`src/rtl/pbus_rx_pkg.sv`:
```
package pbus_rx_pkg;
   localparam int CTL_AW = 2;
   localparam int CTL_DW = 32;
   localparam int CNT_W  = 16;

   localparam logic [CTL_AW-1:0] ADDR_ARM = 2'd0;
   localparam logic [CTL_AW-1:0] ADDR_CLR = 2'd1;
   localparam int CLR_IRQ_BIT = 0;
   localparam int CLR_ERR_BIT = 1;

   typedef struct packed {
      logic [CNT_W-1:0] lines;
      logic [CNT_W-1:0] bytes;
   } win_cfg_t;
endpackage

```
`src/rtl/pbus_rx_ctl.sv`:
```
module pbus_rx_ctl
   import pbus_rx_pkg::*;
(
   input  logic              clk,
   input  logic              rst_n,
   input  logic              ctl_wr,
   input  logic [CTL_AW-1:0] ctl_addr,
   input  logic [CTL_DW-1:0] ctl_wdata,
   input  logic              done_evt,
   input  logic              ovr_evt,
   input  logic              frm_evt,
   output logic              arm,
   output win_cfg_t          cfg,
   output logic              irq,
   output logic              err_ovr,
   output logic              err_frm
);
   logic clr_wr, clr_irq, clr_err;

   assign arm     = ctl_wr && (ctl_addr == ADDR_ARM);
   assign clr_wr  = ctl_wr && (ctl_addr == ADDR_CLR);
   assign clr_irq = clr_wr && ctl_wdata[CLR_IRQ_BIT];
   assign clr_err = clr_wr && ctl_wdata[CLR_ERR_BIT];

   always_ff @(posedge clk) begin
      if (!rst_n) begin
         cfg     <= '0;
         irq     <= 1'b0;
         err_ovr <= 1'b0;
         err_frm <= 1'b0;
      end else begin
         if (arm) cfg <= win_cfg_t'(ctl_wdata);
         if (done_evt)     irq <= 1'b1;
         else if (clr_irq) irq <= 1'b0;
         if (ovr_evt)      err_ovr <= 1'b1;
         else if (clr_err) err_ovr <= 1'b0;
         if (frm_evt)      err_frm <= 1'b1;
         else if (clr_err) err_frm <= 1'b0;
      end
   end
endmodule

```
`src/rtl/pbus_rx_framer.sv`:
```
module pbus_rx_framer
   import pbus_rx_pkg::*;
#(
   parameter  int DATA_W    = 16,
   parameter  int BUF_WORDS = 64,
   localparam int AW        = $clog2(BUF_WORDS),
   localparam int BPW       = DATA_W / 8
) (
   input  logic          clk,
   input  logic          rst_n,
   input  logic          arm,
   input  win_cfg_t      cfg,
   input  logic          bus_start,
   input  logic          bus_enable,
   output logic          armed,
   output logic          we,
   output logic [AW-1:0] waddr,
   output logic [AW:0]   words,
   output logic          done_evt,
   output logic          ovr_evt,
   output logic          frm_evt
);
   localparam logic [AW:0]    DEPTH_V = (AW+1)'(BUF_WORDS);
   localparam logic [CNT_W:0] BPW_V   = (CNT_W+1)'(BPW);

   logic             in_line;
   logic [CNT_W:0]   line_cnt, lines_done;
   logic [AW:0]      wptr, line_base;

   logic             open_ok, qual, restart, room, line_end, last;
   logic [AW:0]      idx;
   logic [CNT_W:0]   bytes_now, lines_next;

   always_comb begin
      open_ok    = armed && (bus_start || in_line);
      qual       = bus_enable && open_ok;
      restart    = qual && bus_start && in_line;
      idx        = restart ? line_base : wptr;
      room       = idx < DEPTH_V;
      bytes_now  = (bus_start ? '0 : line_cnt) + BPW_V;
      line_end   = bytes_now >= {1'b0, cfg.bytes};
      lines_next = lines_done + 1'b1;
      last       = line_end && (lines_next >= {1'b0, cfg.lines});
   end

   assign we       = qual && room && !arm;
   assign waddr    = idx[AW-1:0];
   assign words    = wptr;
   assign done_evt = qual && last && !arm;
   assign frm_evt  = restart && !arm;
   assign ovr_evt  = !arm && bus_enable && (!open_ok || !room);

   always_ff @(posedge clk) begin
      if (!rst_n) begin
         armed      <= 1'b0;
         in_line    <= 1'b0;
         line_cnt   <= '0;
         lines_done <= '0;
         wptr       <= '0;
         line_base  <= '0;
      end else if (arm) begin
         armed      <= 1'b1;
         in_line    <= 1'b0;
         line_cnt   <= '0;
         lines_done <= '0;
         wptr       <= '0;
         line_base  <= '0;
      end else if (qual) begin
         if (bus_start) line_base <= idx;
         wptr <= room ? idx + 1'b1 : idx;
         if (line_end) begin
            in_line    <= 1'b0;
            line_cnt   <= '0;
            lines_done <= lines_next;
            if (last) armed <= 1'b0;
         end else begin
            in_line  <= 1'b1;
            line_cnt <= bytes_now;
         end
      end
   end
endmodule

```
`src/rtl/pbus_rx_buf.sv`:
```
module pbus_rx_buf #(
   parameter  int DATA_W    = 16,
   parameter  int BUF_WORDS = 64,
   parameter  bit RD_REG    = 1'b0,
   localparam int AW        = $clog2(BUF_WORDS)
) (
   input  logic              clk,
   input  logic              we,
   input  logic [AW-1:0]     waddr,
   input  logic [DATA_W-1:0] wdata,
   input  logic [AW-1:0]     raddr,
   output logic [DATA_W-1:0] rdata
);
   logic [DATA_W-1:0] mem [BUF_WORDS];

   always_ff @(posedge clk) begin
      if (we) mem[waddr] <= wdata;
   end

   generate
      if (RD_REG) begin : g_rd_reg
         always_ff @(posedge clk) rdata <= mem[raddr];
      end else begin : g_rd_comb
         assign rdata = mem[raddr];
      end
   endgenerate
endmodule

```
`src/rtl/pbus_rx_window.sv`:
```
module pbus_rx_window
   import pbus_rx_pkg::*;
#(
   parameter  int DATA_W    = 16,
   parameter  int BUF_WORDS = 64,
   localparam int AW        = $clog2(BUF_WORDS)
) (
   input  logic              clk,
   input  logic              rst_n,
   input  logic              ctl_wr,
   input  logic [1:0]        ctl_addr,
   input  logic [31:0]       ctl_wdata,
   input  logic              bus_start,
   input  logic              bus_enable,
   input  logic [DATA_W-1:0] bus_data,
   output logic              bus_wait,
   input  logic [AW-1:0]     rd_addr,
   output logic [DATA_W-1:0] rd_data,
   output logic [AW:0]       rx_words,
   output logic              armed,
   output logic              irq,
   output logic              err_ovr,
   output logic              err_frm
);
   generate
      if (DATA_W % 8 != 0 || DATA_W < 8) begin : g_bad_width
         $error("DATA_W must be a whole number of bytes");
      end
      if (BUF_WORDS < 2 || (BUF_WORDS & (BUF_WORDS - 1)) != 0) begin : g_bad_depth
         $error("BUF_WORDS must be a power of two of at least 2");
      end
   endgenerate

   logic          arm, done_evt, ovr_evt, frm_evt, we;
   logic [AW-1:0] waddr;
   win_cfg_t      cfg;

   assign bus_wait = 1'b0;

   pbus_rx_ctl u_ctl (
      .clk       (clk),
      .rst_n     (rst_n),
      .ctl_wr    (ctl_wr),
      .ctl_addr  (ctl_addr),
      .ctl_wdata (ctl_wdata),
      .done_evt  (done_evt),
      .ovr_evt   (ovr_evt),
      .frm_evt   (frm_evt),
      .arm       (arm),
      .cfg       (cfg),
      .irq       (irq),
      .err_ovr   (err_ovr),
      .err_frm   (err_frm)
   );

   pbus_rx_framer #(.DATA_W(DATA_W), .BUF_WORDS(BUF_WORDS)) u_framer (
      .clk        (clk),
      .rst_n      (rst_n),
      .arm        (arm),
      .cfg        (cfg),
      .bus_start  (bus_start),
      .bus_enable (bus_enable),
      .armed      (armed),
      .we         (we),
      .waddr      (waddr),
      .words      (rx_words),
      .done_evt   (done_evt),
      .ovr_evt    (ovr_evt),
      .frm_evt    (frm_evt)
   );

   pbus_rx_buf #(.DATA_W(DATA_W), .BUF_WORDS(BUF_WORDS), .RD_REG(1'b0)) u_buf (
      .clk   (clk),
      .we    (we),
      .waddr (waddr),
      .wdata (bus_data),
      .raddr (rd_addr),
      .rdata (rd_data)
   );
endmodule

```
`config.mk`:
```
export PLATFORM = sky130hd
export DESIGN_NAME = pbus_rx_window
export DESIGN_NICKNAME = d
export VERILOG_FILES = /design/src/rtl/pbus_rx_pkg.sv /design/src/rtl/pbus_rx_ctl.sv /design/src/rtl/pbus_rx_framer.sv /design/src/rtl/pbus_rx_buf.sv /design/src/rtl/pbus_rx_window.sv
export SDC_FILE = /design/constraint.sdc
export NUM_CORES = 1
export LEC_CHECK = 0
export BUFFER_PORTS_ARGS = -buffer_cell sky130_fd_sc_hd__buf_4
export CORE_MARGIN = 2
export CORE_UTILIZATION = 62
export DETAILED_ROUTE_END_ITERATION = 12
export PLACE_DENSITY = 0.91
export SYNTH_ARGS = -nofsm -noshare
export SYNTH_HDL_FRONTEND = slang
export SYNTH_SLANG_ARGS = --single-unit
```
`constraint.sdc`:
```
create_clock -name clk -period 5.6 [get_ports clk]
set_clock_uncertainty 0.2 [all_clocks]
set_input_delay 1.12 -clock clk [delete_from_list [all_inputs] [get_ports clk]]
set_output_delay 1.12 -clock clk [all_outputs]
set_load 0.01 [all_outputs]
```
[Word level (Yosys, flattened, before mapping)]
Memory sizes are Yosys's and may differ from the RTL's.
Cells that the tools add are included.
Operators by class
  reductions and logical operators: 32
  bitwise logic cells: 1
  order comparisons: 3
  muxes and demuxes: 16
  eq/ne operators: 1
  $add $sub $neg: 3
Operators by type and width (number)
  $ge A17 B16 Y1: 2
  $mux W17: 2
  $add A17 B1 Y17 const B: 1
  $add A17 B2 Y17 const B: 1
  $logic_and A1 B1 Y1: 16
  $mux W7: 2
  $mux W1: 12
  $reduce_bool A2 Y1: 6
  $add A7 B1 Y7 const B: 1
  $lt A7 B7 Y1 const B: 1
  $reduce_and A2 Y1: 2
  $logic_not A1 Y1: 3
  $reduce_and A3 Y1: 1
  $eq A2 B1 Y1 const B: 1
  $logic_not A2 Y1: 1
  $logic_or A1 B1 Y1: 2
  $reduce_or A2 Y1: 1
  $not A1 Y1: 1
Word-level totals
  register bits after elaboration: 85
  output and inout port bits: 28
  memories kept: 1
  word-level logic and storage cells: 68
  input port bits: 61
  bits in writable memories: 1024
Memories
  u_buf.mem: words 64, width 16, rd ports 1, clocked after memory_dff 0, write ports 1, line pbus_rx_buf.sv:14  | logic [DATA_W-1:0] mem [BUF_WORDS];

[Logic depth before layout (Yosys ltp)]
  depth after elaboration: 11
  mapped depth: 18
  mapped depth without buffers: 15

[By module]
A second synthesis with hierarchy kept.
Second synthesis, totals
  cell total of the unflattened synthesis: 2482
  area total of the unflattened synthesis: 45154.6 um^2
Modules (own cells, without submodules)
  pbus_rx_buf: sequential area each 30749.5 um^2, area each 39721.8 um^2, cells each 1813, instances 1
  pbus_rx_framer: sequential area each 1001.0 um^2, area each 3978.8 um^2, cells each 513, instances 1
  pbus_rx_ctl: sequential area each 700.7 um^2, area each 1442.6 um^2, cells each 154, instances 1
  pbus_rx_window: sequential area each 0.0 um^2, area each 11.3 um^2, cells each 2, instances 1

[Worst setup path before layout]
No wires, ideal clock.
  path type: input port to flip-flop
  start: input port bus_start
  end: register u_framer.lines_done[13]
  cell stages on the path: 18
  slack: 991 ps
  arrival: 4287 ps
  path buffers: 4
  required time: 5279 ps
  library setup time: 121 ps
  path through: buf_2 buf_1 nor2b_1 ha_1 and3_1 and4_1 nand3_1 xor2_1 nor2_1 ha_1 nor3_1 nor2_1 a311oi_1 and3_1 clkbuf_1 clkbuf_1 a21oi_1 mux2i_1
On the way
  longest elaborated chain between the ends: 4
  elaborated cells between the ends (all ways): 7
  classes of those cells: add/sub (1); order compare (1); mux (1); reduce/logical (4)
RTL lines
  start, declared: line pbus_rx_window.sv:13  | input logic bus_start,
  $mux W17 / $logic_or A1 B1 Y1 (equally long branches): line pbus_rx_framer.sv:40, pbus_rx_framer.sv:35
  $add A17 B2 Y17 / $logic_and A1 B1 Y1 (equally long branches): line pbus_rx_framer.sv:40, pbus_rx_framer.sv:35
  $ge A17 B16 Y1 / $logic_and A1 B1 Y1 (equally long branches): line pbus_rx_framer.sv:41, pbus_rx_framer.sv:36
  $reduce_and A2 Y1 (no line) (*)
  end signal, assigned: line pbus_rx_framer.sv:74  | lines_done <= lines_next;
  end, declared: line pbus_rx_framer.sv:27  | logic [CNT_W:0] line_cnt, lines_done;
Every way passes the cells marked *; elsewhere a longest branch is shown, timed or not.
A chain may end at the register's enable or synchronous reset.

[Final worst setup path]
  start: input port rd_addr[0]
  end: output port rd_data[9]
On the way
  longest elaborated chain between the ends: 1
RTL lines
  start, declared: line pbus_rx_window.sv:17  | input logic [AW-1:0] rd_addr,
  $mem_v2 Z64 W16
  end, declared: line pbus_rx_window.sv:18  | output logic [DATA_W-1:0] rd_data,
Every way passes these cells.

==> flow_metrics.py <==
metrics = {
    "worst_setup_path": {
        "critPathMaxFanout": 34,
        "cpPeakStageDelay_ns": 0.62,
        "reg2reg_slack_ns": 1.38,
        "critPathCaptureType": "output port",
        "cp_slowest_cell": "a22oi_1",
        "crit_chain": "buf_8 -> buf_12 -> mux4_2 -> mux4_2 -> a22oi_1 -> nand2_1 -> buf_4",
        "crit_end": "rd_data[9]",
        "crit_type": "in -> out",
        "startpoint": "rd_addr[0]",
        "r2r_start": "u_framer.armed",
        "crit_required_ns": 4.28,
        "path_common_cell": "mux4_2",
        "r2r-end": "u_buf.mem[0][9]",
        "worstRegToRegCells": 7,
        "arrival_ns": 3.93,
        "start_kind": "input port",
    },
    "route": {
        "post_drt_wl_per_cell_um": 39.0,
        "vias": 25116,
        "ant_nets": 0,
        "routed_via_density": 7.41,
        "drtPass1Iterations": 5,
        "wirelength_um": 132000,
        "drcViolationCount": 0,
        "first_iter_violations": 4528,
    },
    "die": {
        "die_h_um": 270,
        "die_area_sq_um": 73000,
        "design.core.area_sq_um": 70100,
        "start_util_pct": 62.6,
        "io_pins": 89,
        "num_rows": 97,
        "die_w_um": 270,
    },
    "power": {
        "power.internal_uw": 13800,
        "p_seq_share_pct": 51.2,
        "combPwrFrac_pct": 5.1,
        "irDropWorstVdd_mv": 0.267,
        "power_switching_uw": 3860,
        "power.density_nw_per_um2": 354,
        "leakage_uw": 0.0161,
        "clockPowerShare_pct": 43.8,
        "p_sw_share_pct": 21.8,
    },
    "final_layout": {
        "nets": 2452,
        "drive_gt1_share_pct": 28.2,
        "fin_util_pct": 71.2,
        "fillers": 3678,
        "area.growth.synth_to_final_pct": 13.7,
    },
    "hold_path": {
        "hp-class": "reg -> reg",
    },
    "sta": {
        "rsz0062_at_grt": "no",
        "hold_ws_ns": 0.257,
        "timing.final.crit_period_ns": 5.25,
        "relSlewSlack_pct": 19.8,
        "finalSetupTns_ns": 0,
        "fmax_mhz": 190,
        "slew_violations": 0,
        "worst_slew_pin_slew_ns": 1.20,
        "setup_viol": 0,
        "hold_violations": 0,
        "period_share_pct": 93.8,
    },
    "synth": {
        "yosys.cell_count.top_type": "edfxtp_1",
        "yosys_warnings": 0,
        "yosys.area.top_type_share_pct": 70.0,
        "yosys.area_share.simple_pct": 3.43,
        "synth_edf_count": 1024,
        "netlist_area_sq_um": 43900,
        "synthAdderAreaFrac_pct": 0.997,
        "synthXorXnorAreaFrac_pct": 0.618,
        "yosys_register_bits": 1109,
        "synth_top_family_by_area": "multiplexers",
        "synth_common_cells": "edfxtp_1 (1024), mux4_2 (320), nand2_1 (149), nor2_1 (89), dfxtp_1 (85)",
        "ys.flop_type": "edfxtp_1",
        "synth.area.top_cells": "edfxtp_1 (70%), mux4_2 (16%), dfxtp_1 (3.9%)",
        "async_flop_share_pct": 0,
        "synth.largest_area_cell": "edfxtp_1",
        "syn_avg_cell_area_sq_um": 20.3,
        "synth_nets": 2259,
        "ys_seq_area_share_pct": 73.9,
        "synth_compound_area_share_pct": 2.68,
        "yosysUniqueCellTypes": 52,
        "synth_mux_area_share_pct": 16.9,
        "syn-instance-count": 2163,
    },
    "clock_tree": {
        "clk_latency_ns": 0.69,
        "clockBufferDepth": 3,
        "clkTransAtPathRegs_ns": 0.06,
        "ctsResizeCount": 0,
        "postCtsSetupRepairBufs": 0,
        "h-tree-depth": 3,
        "clkSinkCount": 1109,
        "cts_tree": "done",
        "cts-root-buf": "clkbuf_16",
        "postCtsHoldBufs": 0,
        "numCtsBuffers": 108,
    },
    "global_route": {
        "grt_max_degree": 65,
        "grt_pass1_wl_um": 187000,
        "antenna_found_initial": 3,
        "grt_overflow": 0,
        "grt_pass1_vias": 24912,
        "grtUsageTotal_pct": 36.7,
    },
    "outcome": {
        "outcome": "finished clean",
    },
    "placed_design": {
        "io_buffers": 87,
        "gp_congestion": 0.843,
        "dp_hpwl_um": 68900,
    },
    "flow_run": {
        "maxCapViolCount": 0,
    },
}
## power by group through the flow
stage / sequential (uW) / combinational, uW / clock, uW
after floorplan: 9230 / 465 / 0
after global placement: 9230 / 783 / 0
after detailed placement: 9230 / 846 / 0
after CTS: 9050 / 880 / 7750
after global routing: 9050 / 923 / 8040
final: 9050 / 898 / 7740
## flip-flops by register name, summed over array words and instances (netlist names)
register             count
u_framer.line_cnt       17
u_framer.lines_done     17
u_buf.mem             1024
u_framer.line_base       7
u_ctl.irq                1
u_framer.words           7
u_ctl.cfg               32
u_framer.armed           1
u_framer.in_line         1
u_ctl.err_frm            1
u_ctl.err_ovr            1
## metal layers
metal	wire (um)	track usage, %	vias up
li1	-	-	9288
met1	41500	45.1	12651
met2	64200	59.1	2620
met3	16100	8.36	555
met4	10500	24.5	2
met5	12	0	-
## worst max-delay path, delay by kind of cell
family	cells	cell delay, ns
buffers and inverters	3	0.82
multiplexers	2	1.12
AND/OR/NAND/NOR	1	0.14
AO/OA/AOI/OAI	1	0.62
## logic make-up (layout without fill, tap and decap cells)
logic type,Yosys count,count (layout)
AOI/OAI and AO/OA,161,161
xor gates and xnor gates,31,31
adders and majority gates,35,35
buffers and inverters,148,432
DFF,1109,1109
muxes,341,341
other,1,5
and+or+nand+nor,337,337
## placed cells by master, fill, tap and decap left out, types with 5 or more instances in the layout
| cell | count |
|---|---|
| nor2b_1 | 11 |
| bufinv_16 | 18 |
| dfxtp_1 | 85 |
| clkbuf_1 | 25 |
| clkinv_1 | 16 |
| ha_1 | 35 |
| and3_1 | 10 |
| nand3_1 | 24 |
| buf_12 | 16 |
| a32o_1 | 17 |
| a22oi_1 | 32 |
| xnor2_1 | 15 |
| mux4_2 | 320 |
| edfxtp_1 | 1024 |
| nand4_1 | 10 |
| clkbuf_16 | 109 |
| o21ai_0 | 15 |
| buf_4 | 179 |
| nand2b_1 | 13 |
| mux2i_1 | 18 |
| a211oi_1 | 13 |
| a21boi_0 | 33 |
| nor4_1 | 6 |
| clkinv_2 | 21 |
| nand2_1 | 149 |
| a2111o_1 | 7 |
| xor2_1 | 16 |
| nor2_1 | 85 |
| nor3_1 | 8 |
| a21oi_1 | 27 |
| and2_1 | 5 |
| inv_1 | 34 |
## stage by stage
step	worst slack (ns)	total power, uW	area (sq um)	instances
after global placement	0.567	10000	46300	3186
after global routing	0.259	18000	50000	3388
after detailed placement	0.492	10100	46300	3186
final	0.349	17700	50000	3391
after CTS	0.368	17700	50000	3387
after floorplan	0.991	9690	43900	2163
## area by class of cell
cell class / count / area, sq um / area share, %
Antenna cell: 4 / 10.0 / 0.0200
Clock buffer: 134 / 2820 / 5.65
Clock inverter: 67 / 858 / 1.72
Inverter: 34 / 128 / 0.255
Multi-Input combinational cell: 906 / 10800 / 21.7
Sequential cell: 1109 / 32500 / 64.9
Tap cell: 940 / 1180 / 2.35
Timing Repair Buffer: 197 / 1690 / 3.39
## worst min-delay path by stage
stage,start,end,slack [ns],depth (start not counted)
floorplan,u_framer.line_cnt[0],u_framer.line_cnt[0],0.21,2
global placement,u_framer.line_cnt[0],u_framer.line_cnt[0],0.23,2
detailed placement,u_framer.line_cnt[0],u_framer.line_cnt[0],0.24,2
CTS,u_framer.line_cnt[0],u_framer.line_cnt[0],0.25,2
global route,u_framer.line_cnt[0],u_framer.line_cnt[0],0.28,2
finish,u_framer.line_cnt[0],u_framer.line_cnt[0],0.26,2
(Power assumes the default switching activity.)
